[src/rtl/tcs_pkg.sv]
package tcs_pkg;
  localparam int FUNC_W = 3;
  localparam int CMD_W  = 6;

  typedef enum logic [2:0] {
    S_IDLE = 3'd0,
    S_WAIT = 3'd1,
    S_CLR  = 3'd2,
    S_GO   = 3'd3,
    S_RST  = 3'd4
  } seq_state_t;

  // host function codes
  localparam logic [FUNC_W-1:0] F_REWIND = 3'd0;
  localparam logic [FUNC_W-1:0] F_MARK   = 3'd1;
  localparam logic [FUNC_W-1:0] F_FWD    = 3'd5;
  localparam logic [FUNC_W-1:0] F_BACK   = 3'd6;

  // formatter command codes
  localparam logic [CMD_W-1:0] C_REWIND = 6'o07;
  localparam logic [CMD_W-1:0] C_MARK   = 6'o37;
  localparam logic [CMD_W-1:0] C_FWD    = 6'o04;
  localparam logic [CMD_W-1:0] C_BACK   = 6'o05;
endpackage

[src/rtl/tcs_sync.sv]
module tcs_sync #(
  parameter int WIDTH  = 2,
  parameter int STAGES = 2
) (
  input  logic             clk,
  input  logic             rst,
  input  logic [WIDTH-1:0] d,
  output logic [WIDTH-1:0] q
);
  logic [STAGES-1:0][WIDTH-1:0] pipe;

  always_ff @(posedge clk) begin
    if (rst) pipe <= '0;
    else     pipe <= {pipe[STAGES-2:0], d};
  end

  assign q = pipe[STAGES-1];
endmodule

[src/rtl/tcs_codemap.sv]
module tcs_codemap
  import tcs_pkg::*;
(
  input  logic [FUNC_W-1:0] func,
  output logic [CMD_W-1:0]  cmd,
  output logic              known
);
  always_comb begin
    known = 1'b1;
    case (func)
      F_REWIND: cmd = C_REWIND;
      F_MARK:   cmd = C_MARK;
      F_FWD:    cmd = C_FWD;
      F_BACK:   cmd = C_BACK;
      default: begin
        cmd   = '0;
        known = 1'b0;
      end
    endcase
  end
endmodule

[src/rtl/tcs_fsm.sv]
module tcs_fsm
  import tcs_pkg::*;
#(
  parameter int RST_CYC = 2000
) (
  input  logic             clk,
  input  logic             rst,
  input  logic             req_valid,
  input  logic             map_known,
  input  logic [CMD_W-1:0] map_cmd,
  input  logic             rst_req,
  input  logic             busy_s,
  input  logic             run_s,
  output logic [CMD_W-1:0] fmt_cmd,
  output logic             fmt_go,
  output logic             fmt_errclr,
  output logic             fmt_sysrst,
  output logic             seq_busy,
  output logic             done
);
  localparam int CNT_W = $clog2(RST_CYC + 1);

  seq_state_t       state, state_n;
  logic [CNT_W-1:0] cnt, cnt_n;
  logic [CMD_W-1:0] cmd_q, cmd_n;
  logic             done_n;

  always_comb begin
    state_n = state;
    cnt_n   = cnt;
    cmd_n   = cmd_q;
    done_n  = 1'b0;
    case (state)
      S_IDLE: begin
        if (rst_req) begin
          state_n = S_RST;
          cnt_n   = CNT_W'(RST_CYC - 1);
        end else if (req_valid) begin
          if (map_known) begin
            state_n = S_WAIT;
            cmd_n   = map_cmd;
          end else begin
            done_n = 1'b1;
          end
        end
      end
      S_WAIT: if (!busy_s) state_n = S_CLR;
      S_CLR:  state_n = S_GO;
      S_GO: begin
        if (run_s) begin
          state_n = S_IDLE;
          done_n  = 1'b1;
        end
      end
      S_RST: begin
        if (cnt == '0) state_n = S_IDLE;
        else           cnt_n   = cnt - 1'b1;
      end
      default: state_n = S_IDLE;
    endcase
  end

  always_ff @(posedge clk) begin
    if (rst) begin
      state      <= S_IDLE;
      cnt        <= '0;
      cmd_q      <= '0;
      fmt_cmd    <= '0;
      fmt_go     <= 1'b0;
      fmt_errclr <= 1'b0;
      fmt_sysrst <= 1'b0;
      seq_busy   <= 1'b0;
      done       <= 1'b0;
    end else begin
      state      <= state_n;
      cnt        <= cnt_n;
      cmd_q      <= cmd_n;
      fmt_cmd    <= (state_n == S_GO) ? cmd_n : '0;
      fmt_go     <= (state_n == S_GO);
      fmt_errclr <= (state_n == S_CLR);
      fmt_sysrst <= (state_n == S_RST);
      seq_busy   <= (state_n != S_IDLE);
      done       <= done_n;
    end
  end
endmodule

[src/rtl/tape_cmd_seq.sv]
module tape_cmd_seq
  import tcs_pkg::*;
#(
  parameter int RST_CYC     = 2000,
  parameter int SYNC_STAGES = 2
) (
  input  logic             clk,
  input  logic             rst,
  input  logic             req_valid,
  input  logic [2:0]       req_func,
  input  logic             rst_req,
  input  logic             st_busy,
  input  logic             st_run,
  output logic [5:0]       fmt_cmd,
  output logic             fmt_go,
  output logic             fmt_errclr,
  output logic             fmt_sysrst,
  output logic             seq_busy,
  output logic             done
);
  logic [1:0]       stat_sync;
  logic             busy_sync;
  logic             run_sync;
  logic [CMD_W-1:0] map_cmd;
  logic             map_known;

  tcs_sync #(.WIDTH(2), .STAGES(SYNC_STAGES)) sync_i (
    .clk (clk),
    .rst (rst),
    .d   ({st_run, st_busy}),
    .q   (stat_sync)
  );

  assign busy_sync = stat_sync[0];
  assign run_sync  = stat_sync[1];

  tcs_codemap map_i (
    .func  (req_func),
    .cmd   (map_cmd),
    .known (map_known)
  );

  tcs_fsm #(.RST_CYC(RST_CYC)) fsm_i (
    .clk        (clk),
    .rst        (rst),
    .req_valid  (req_valid),
    .map_known  (map_known),
    .map_cmd    (map_cmd),
    .rst_req    (rst_req),
    .busy_s     (busy_sync),
    .run_s      (run_sync),
    .fmt_cmd    (fmt_cmd),
    .fmt_go     (fmt_go),
    .fmt_errclr (fmt_errclr),
    .fmt_sysrst (fmt_sysrst),
    .seq_busy   (seq_busy),
    .done       (done)
  );
endmodule

[config.mk]
export PLATFORM = sky130hd
export DESIGN_NAME = tape_cmd_seq
export DESIGN_NICKNAME = d
export VERILOG_FILES = /design/src/rtl/tcs_pkg.sv /design/src/rtl/tcs_sync.sv /design/src/rtl/tcs_codemap.sv /design/src/rtl/tcs_fsm.sv /design/src/rtl/tape_cmd_seq.sv
export SDC_FILE = /design/constraint.sdc
export NUM_CORES = 1
export LEC_CHECK = 0
export BUFFER_PORTS_ARGS = -buffer_cell sky130_fd_sc_hd__buf_2
export CAP_MARGIN = 15
export CORE_MARGIN = 2
export CORE_UTILIZATION = 45
export DETAILED_ROUTE_END_ITERATION = 16
export PLACE_DENSITY = 0.62
export SLEW_MARGIN = 20
export SYNTH_ARGS = -nofsm -noshare
export SYNTH_HDL_FRONTEND = slang
export SYNTH_SLANG_ARGS = --single-unit
[constraint.sdc]
create_clock -name clk -period 2.3 [get_ports clk]
set_clock_uncertainty 0.05 [all_clocks]
set_input_delay 0.46 -clock clk [delete_from_list [all_inputs] [get_ports clk]]
set_output_delay 0.46 -clock clk [all_outputs]
set_load 0.01 [all_outputs]
### Yosys cells after proc, flatten, opt, wreduce, memory -nomap -nowiden

Cells that the tools add are included.

| storage, ports and cells | value |
|---|---|
| flip-flop bits (word level) | 35 |
| input port bits | 9 |
| output and inout bits | 11 |
| word-level logic and storage cells | 54 |

| cells by class | value |
|---|---|
| $add $sub $neg | 1 |
| eq/ne operators | 12 |
| mux-type cells | 21 |
| bitwise gates (word level) | 1 |
| reductions and logical operators | 8 |

Operators by type and width:

| kind | number |
|---|---|
| 6-bit two-way mux | 4 |
| 11-bit two-way mux | 2 |
| 11-bit case mux with 2 select lines | 1 |
| 5-bit case mux with 4 select lines | 1 |
| 3-bit two-way mux | 6 |
| 3-bit case mux with 5 select lines | 1 |
| 3-bit by 2-bit == test with 1-bit output (second input constant) | 4 |
| 3-bit == test (second input constant) | 4 |
| 11-bit logical NOT | 1 |
| 11-bit by 1-bit subtractor with 11-bit output (second input constant) | 1 |
| 3-bit by 1-bit == test with 1-bit output (second input constant) | 2 |
| 3-bit logical NOT | 2 |
| 1-bit two-way mux | 5 |
| 2-bit inequality test (second input constant) | 2 |
| 4-bit OR reduction | 1 |
| 3-bit AND reduction | 1 |
| 3-bit nonzero test | 1 |
| 1-bit case mux with 2 select lines | 1 |
| 2-bit nonzero test | 1 |
| 2-bit OR reduction | 1 |
| 1-bit NOT | 1 |

### Depth between registers and ports, before layout

Gate-level depths: netlist (run 1).

| depth | value |
|---|---|
| word-level depth | 10 |
| depth in mapped cells | 6 |
| depth with buffers taken out | 6 |

### Hierarchy

From an unflattened synthesis (run 1), not the netlist that was laid out.

| second synthesis, totals | value |
|---|---|
| cells, all modules | 147 |
| area, all modules | 1441.4 sq um |

Modules (own cells, without submodules):

| module | instances | cells each | area an instance (sq um) | sequential area each (sq um) |
|---|---|---|---|---|
| tcs_fsm | 1 | 128 | 1252.5 | 620.6 |
| tcs_sync | 1 | 10 | 120.1 | 80.1 |
| tcs_codemap | 1 | 9 | 68.8 | 0.0 |

### Worst setup path after synthesis (run 1)

Ideal clock, no wire load.

| timing path | value |
|---|---|
| path kind | reg-to-reg |
| start point | register fsm_i.state[2] |
| end point | register fsm_i.cnt[5] |
| library setup time | 0.086 ns |
| data arrival time | 1.842 ns |
| data required time | 2.164 ns |
| setup slack | 0.322 ns |
| cell stages (with the launch flop) | 6 |
| buffers on the path | 1 |
| clock period less this slack | 1.978 ns |
| path through | dfxtp_1 -> or3b_1 -> or3_1 -> buf_2 -> or4_1 -> a211oi_1 |

| on the way | value |
|---|---|
| cells in the longest elaborated chain, start to end | 3 |
| elaborated cells between the ends (all ways) | 7 |
| those cells by class | 3 x eq/ne; 1 x mux; 3 x reduce/logical |

RTL lines:

| what | line | text |
|---|---|---|
| start, declared | tcs_fsm.sv:23 | `seq_state_t state, state_n;` |
| start signal, assigned | tcs_fsm.sv:75 | `state <= state_n;` |
| 3-bit == test or 3-bit logical NOT (tied branches) | tcs_fsm.sv:33 | `case (state)` |
| 2-bit inequality test (no line) or 2-bit nonzero test (tied branches) | - |  |
| 3-bit AND reduction (no line) | - |  |
| end signal, assigned | tcs_fsm.sv:76 | `cnt <= cnt_n;` |
| end, declared | tcs_fsm.sv:24 | `logic [CNT_W-1:0] cnt, cnt_n;` |

Several ways; a longest one is shown, not always the timed one.
A chain may end at the register's enable or synchronous reset.

### Worst setup path in the final report (run 1)

Same ends and word-level chain as after synthesis.

==> results.cfg, run 1 <==
[synth]
ys_ff_latch = 35
avgSynthCellArea_sq_um = 9.48
ys_seq_area_share_pct = 48.3
async_flop_share_pct = 0
syn-cell-area_sq_mm = 0.00145
synth_top_area_share_pct = 48.3
ys_types = 46
synth_area_leaders = dfxtp_1 (48%), or4_1 (4.1%), nor2_1 (3.4%), nor3_1 (3.1%), o31ai_1 (3.1%)
yosys_warnings = 0
synth-edff-count = 0
synth_area_leader_cell = dfxtp_1
synth_nets = 163
synthFlopType = dfxtp_1
synth_cells = 153

[timing]
whs_ns = 0.272
setup-violations-final = 0
worst_slew_pin_slew_ns = 0.696
fin_setup_tns_ns = 0
rsz0062_at_grt = false
max_freq_ghz = 0.477
relSlewSlack_pct = 53.2
finalHoldViolCount = 0
slew_viol_final = 0
finalCritPeriodShare_pct = 91.1
setup_slack_ns = 0.204
fin_crit_ns = 2.10

[cells_and_area]
multiInputGateArea_sq_um = 686
seq_area_sq_um = 701
final_common_cell = dfxtp_1
diodes = 0
final_layout_size_suffix_gt1_share_pct = 21.1
mostFrequentLayoutCells = dfxtp_1 (35), buf_2 (19), nor2_1 (13)
areaGrowthSynthToFinish_pct = 15.5
fin_util_pct = 54.9
fillCellCount = 284
num-nets-final = 184

[clock_network]
cts_htree_levels = 2
clk_latency_ns = 0.34
postCtsHoldBufs = 0
cts.sinks = 35
cts_buffers = 5
clk_path_buf_depth = 2
cts.clk_slew.worst_paths_ns = 0.11
cts_tree = done
postCtsSetupRepairBufs = 0
ctsRootBufferMaster = clkbuf_4
ctsResizeCount = 0

[worst_setup_path]
crit_required_ns = 2.51
path_max_fanout = 8
cp-start-kind = register
max_stage_delay_ns = 0.49
path_cells = or3b_1, or3_1, or4_1, a211oi_1
worstSetupEndpointType = register
slowest_stage = or4_1
cp.arrival_ns = 2.31
critPathKind = register to register

[floorplanning]
fp.dieH_um = 60.8
start_util_pct = 47.5
core-area_sq_mm = 0.00305
dieArea_sq_mm = 0.00369
dieWidth_um = 60.8
ioPinCount = 20
num_rows = 20

[global_routing]
grt_pass1_vias = 997
track_usage_pct = 16.8
overflow = 0
antenna_found_initial = 0
grt_first_pass_wirelength_um = 4510
grt_max_degree = 16

[placed_design]
pre_cts_slack_ns = 0.196
dp_hpwl_um = 1980
gp_congestion = 0.784
port_buffers = 19

[routing]
num_vias = 1209
detail_route.vias_per_cell = 5.52
drtPass1Iterations = 4
drtAntennaViolNets = 0
drt-total-wl_um = 2770
drc = 0
drt_first_iter_violations = 45
routedWlPerCell_um = 12.7

[pwr]
ir_drop_mv = 0.478
p_per_area_mw_per_mm2 = 875
leakagePower_nw = 0.646

[outcome]
status = completed

[job]
maxCapViolations = 0

[worst_hold_path]
hold_class = primary input to register
==> area by class of cell <==
type	instances	area share [%]
clock buffer	5	2.24
tap	44	3.29
clock inverter	3	4.03
multi-input combinational	106	40.9
inverter	5	1.12
timing repair buffer	21	6.57
sequential	35	41.8
==> layer usage <==
layer / wire [um] / up-vias / share of wire (%) / global-route usage, %
li1: - / 618 / - / -
met1: 1430 / 554 / 52 / 23.4
met2: 1170 / 30 / 42 / 24.3
met3: 127 / 7 / 4.6 / 5.12
met4: 48 / 0 / 1.7 / 6.83
met5: 0 / - / 0 / 0
==> final timing paths <==
kind	slack (ns)	cells after the start	endpoint	startpoint
setup / recovery	0.20	4	fsm_i.cnt[5]	fsm_i.state[2]
hold / removal	0.27	2	sync_i.pipe[1]	st_run
setup reg to reg	0.20	4	fsm_i.cnt[5]	fsm_i.state[2]
hold reg to reg	0.40	1	sync_i.q[0]	sync_i.pipe[0]
==> through the flow <==
stage	std cells	area [sq um]	total power, W
after floorplan	153	1450	0.000871
after global placement	211	1570	0.000925
after detailed placement	211	1570	0.000931
after CTS	219	1680	0.00147
after global routing	219	1680	0.00154
final	219	1680	0.00147
==> worst max-delay path: cells and delay by family, from the launching register on <==
kind	cells	cell delay, ns
simple gates	3	1.33
flops	1	0.43
compound gates	1	0.22
==> report_power, final <==
part	switching [W]	total [W]	internal (W)	leakage, nW
clock	0.000210	0.000548	0.000338	0.0514
sequential	0.0000376	0.000688	0.000650	0.287
combinational	0.000135	0.000231	0.0000961	0.307
==> synthesized netlist by cell type (all sizes together) (3+ instances only) <==
cell / number
a211oi: 3
a21oi: 7
a31oi: 6
clkbuf: 5
dfxtp: 35
inv: 5
nand2: 5
nand2b: 3
nor2: 13
nor2b: 5
nor3: 9
o21ai: 3
o31ai: 6
or3: 7
or4: 8
==> cells by family after synthesis <==
| family | Yosys count | synth area share [%] |
|---|---|---|
| AND/OR/NAND/NOR | 62 | 24.8 |
| buffers and inverters | 12 | 4.40 |
| flip-flops | 35 | 48.3 |
| XOR/XNOR | 2 | 1.21 |
| adder cells (fa/ha/maj) | 1 | 0.863 |
| AO/OA/AOI/OAI | 41 | 20.4 |
==> sequential cells by signal (all words and copies together), names as in the netlist, 2 cells and up <==
| signal | flops |
|---|---|
| fsm_i.cmd_q | 6 |
| fsm_i.fmt_cmd | 6 |
| fsm_i.cnt | 11 |
| sync_i.q | 2 |
| fsm_i.state | 3 |
| sync_i.pipe | 2 |
(Power assumes the default switching activity.)
==> inputs of run 2 (changes only) <==
CELL_PAD_IN_SITES_DETAIL_PLACEMENT = 1   (was not set)
CELL_PAD_IN_SITES_GLOBAL_PLACEMENT = 2   (was not set)
CORE_UTILIZATION = 34   (was 45)
PLACE_DENSITY = 0.73   (was 0.62)
==> results.cfg, run 2 (synthesis gave the netlist of run 1 again) <==
[pwr]
leakagePower_nw = 0.638
p_per_area_mw_per_mm2 = 831
ir_drop_mv = 0.278

[worst_setup_path]
path_max_fanout = 8
cp-start-kind = register
worstSetupEndpointType = register
cp_top_family = simple AND/OR/NAND/NOR gates
crit_required_ns = 2.45
cp.arrival_ns = 2.28
slowest_stage = or4_1
max_stage_delay_ns = 0.51
critPathKind = register to register
cp.buffers_inverters = 0
path_cells = or3b_1, or3_1, or4_1, a211oi_1

[global_routing]
grt_pass1_vias = 1322
antenna_found_initial = 0
grt_first_pass_wirelength_um = 5830
overflow = 0
track_usage_pct = 15.2
grt_max_degree = 27

[timing]
fin_setup_tns_ns = 0
finalHoldViolCount = 0
worst_slew_pin_slew_ns = 0.748
fin_crit_ns = 2.14
slew_viol_final = 0
relSlewSlack_pct = 50.1
whs_ns = 0.332
finalCritPeriodShare_pct = 92.8
max_freq_ghz = 0.468
setup-violations-final = 0
rsz0062_at_grt = false

[cells_and_area]
fin_util_pct = 41.0
multiInputGateArea_sq_um = 686
top_regs = fsm_i.cnt x11, fsm_i.cmd_q x6, fsm_i.fmt_cmd x6
diodes = 0
final_common_cell = dfxtp_1
mostFrequentLayoutCells = dfxtp_1 (35), buf_2 (19), nor2_1 (13)
registers.top_by_ff_count = fsm_i.cnt
final_layout_size_suffix_gt1_share_pct = 20.1
areaGrowthSynthToFinish_pct = 14.8
largest_register_ffs = 11
num-nets-final = 183
seq_area_sq_um = 701
fillCellCount = 488

[routing]
routedWlPerCell_um = 14.8
drtAntennaViolNets = 0
drc = 0
drt_first_iter_violations = 32
drtPass1Iterations = 4
drt-total-wl_um = 3310
num_vias = 1257
detail_route.vias_per_cell = 5.61

[placed_design]
gp_congestion = 0.773
dp_hpwl_um = 2500
port_buffers = 19

[clock_network]
clk_path_buf_depth = 2
cts.clk_slew.worst_paths_ns = 0.07
cts_htree_levels = 2
postCtsHoldBufs = 0
ctsRootBufferMaster = clkbuf_8
cts_tree = done
postCtsSetupRepairBufs = 0
cts.sinks = 35
cts_buffers = 5
ctsResizeCount = 0
clk_latency_ns = 0.28

[floorplanning]
start_util_pct = 35.7
dieWidth_um = 69.3
dieArea_sq_mm = 0.00480
ioPinCount = 20
num_rows = 23
core-area_sq_mm = 0.00406
fp.dieH_um = 69.3

[worst_hold_path]
hold_class = primary input to register

[job]
maxCapViolations = 0

[outcome]
status = completed
[run 2: cell count changes in the layout (fill, tap and decap cells not counted)]
cell and change:
clkbuf_8 +6, clkbuf_4 -5, clkinv_4 +1, clkbuf_1 +1, bufinv_16 -2, clkinvlp_4 -1
buf_4 -1
[run 2: per-layer routing]
layer	GRT usage (%)	vias up	part of all wire, %
met1	15.0	613	40
met5	0	-	0
met2	28.8	18	54
li1	-	619	-
met3	4.36	7	3.9
met4	6.97	0	1.7
[run 2: worst reg2reg max path: stages (launching register included)]
cell and delay [ns]:
dfxtp_1 0.44, or3b_1 0.39, or3_1 0.43, or4_1 0.51, a211oi_1 0.24
[run 2: worst paths after layout]
kind / from / endpoint / slack, ns / cells past startpoint
min reg2reg: sync_i.pipe[1] / sync_i.q[1] / 0.40 / 1
max reg2reg: fsm_i.state[2] / fsm_i.cnt[5] / 0.16 / 4
max: fsm_i.state[2] / fsm_i.cnt[5] / 0.16 / 4
min: st_busy / sync_i.pipe[0] / 0.33 / 2
[run 2: area by class of cell]
cell class / count / share of cell area, %
inverters: 5 / 1.13
clock inverters: 1 / 0.526
multi-input cells: 106 / 41.2
flip-flops and latches: 35 / 42.1
repair buffers: 20 / 6.16
well taps: 50 / 3.76
clock buffers: 7 / 5.18
[run 2: report_power, final]
part	switching (W)	leakage, nW	internal, W
combinational	0.000137	0.303	0.0000940
clock	0.000217	0.0484	0.000245
sequential	0.0000399	0.287	0.000651
total	0.000395	0.638	0.000990
[run 2: through the flow]
stage | std cells | power [W] | instance area [sq um] | setup slack [ns]
detailed placement | 216 | 0.000940 | 1570 | 0.192
finish | 224 | 0.00138 | 1670 | 0.165
CTS | 224 | 0.00141 | 1670 | 0.151
global placement | 216 | 0.000929 | 1570 | 0.285
global route | 224 | 0.00147 | 1670 | 0.0395
floorplan | 153 | 0.000871 | 1450 | 0.322
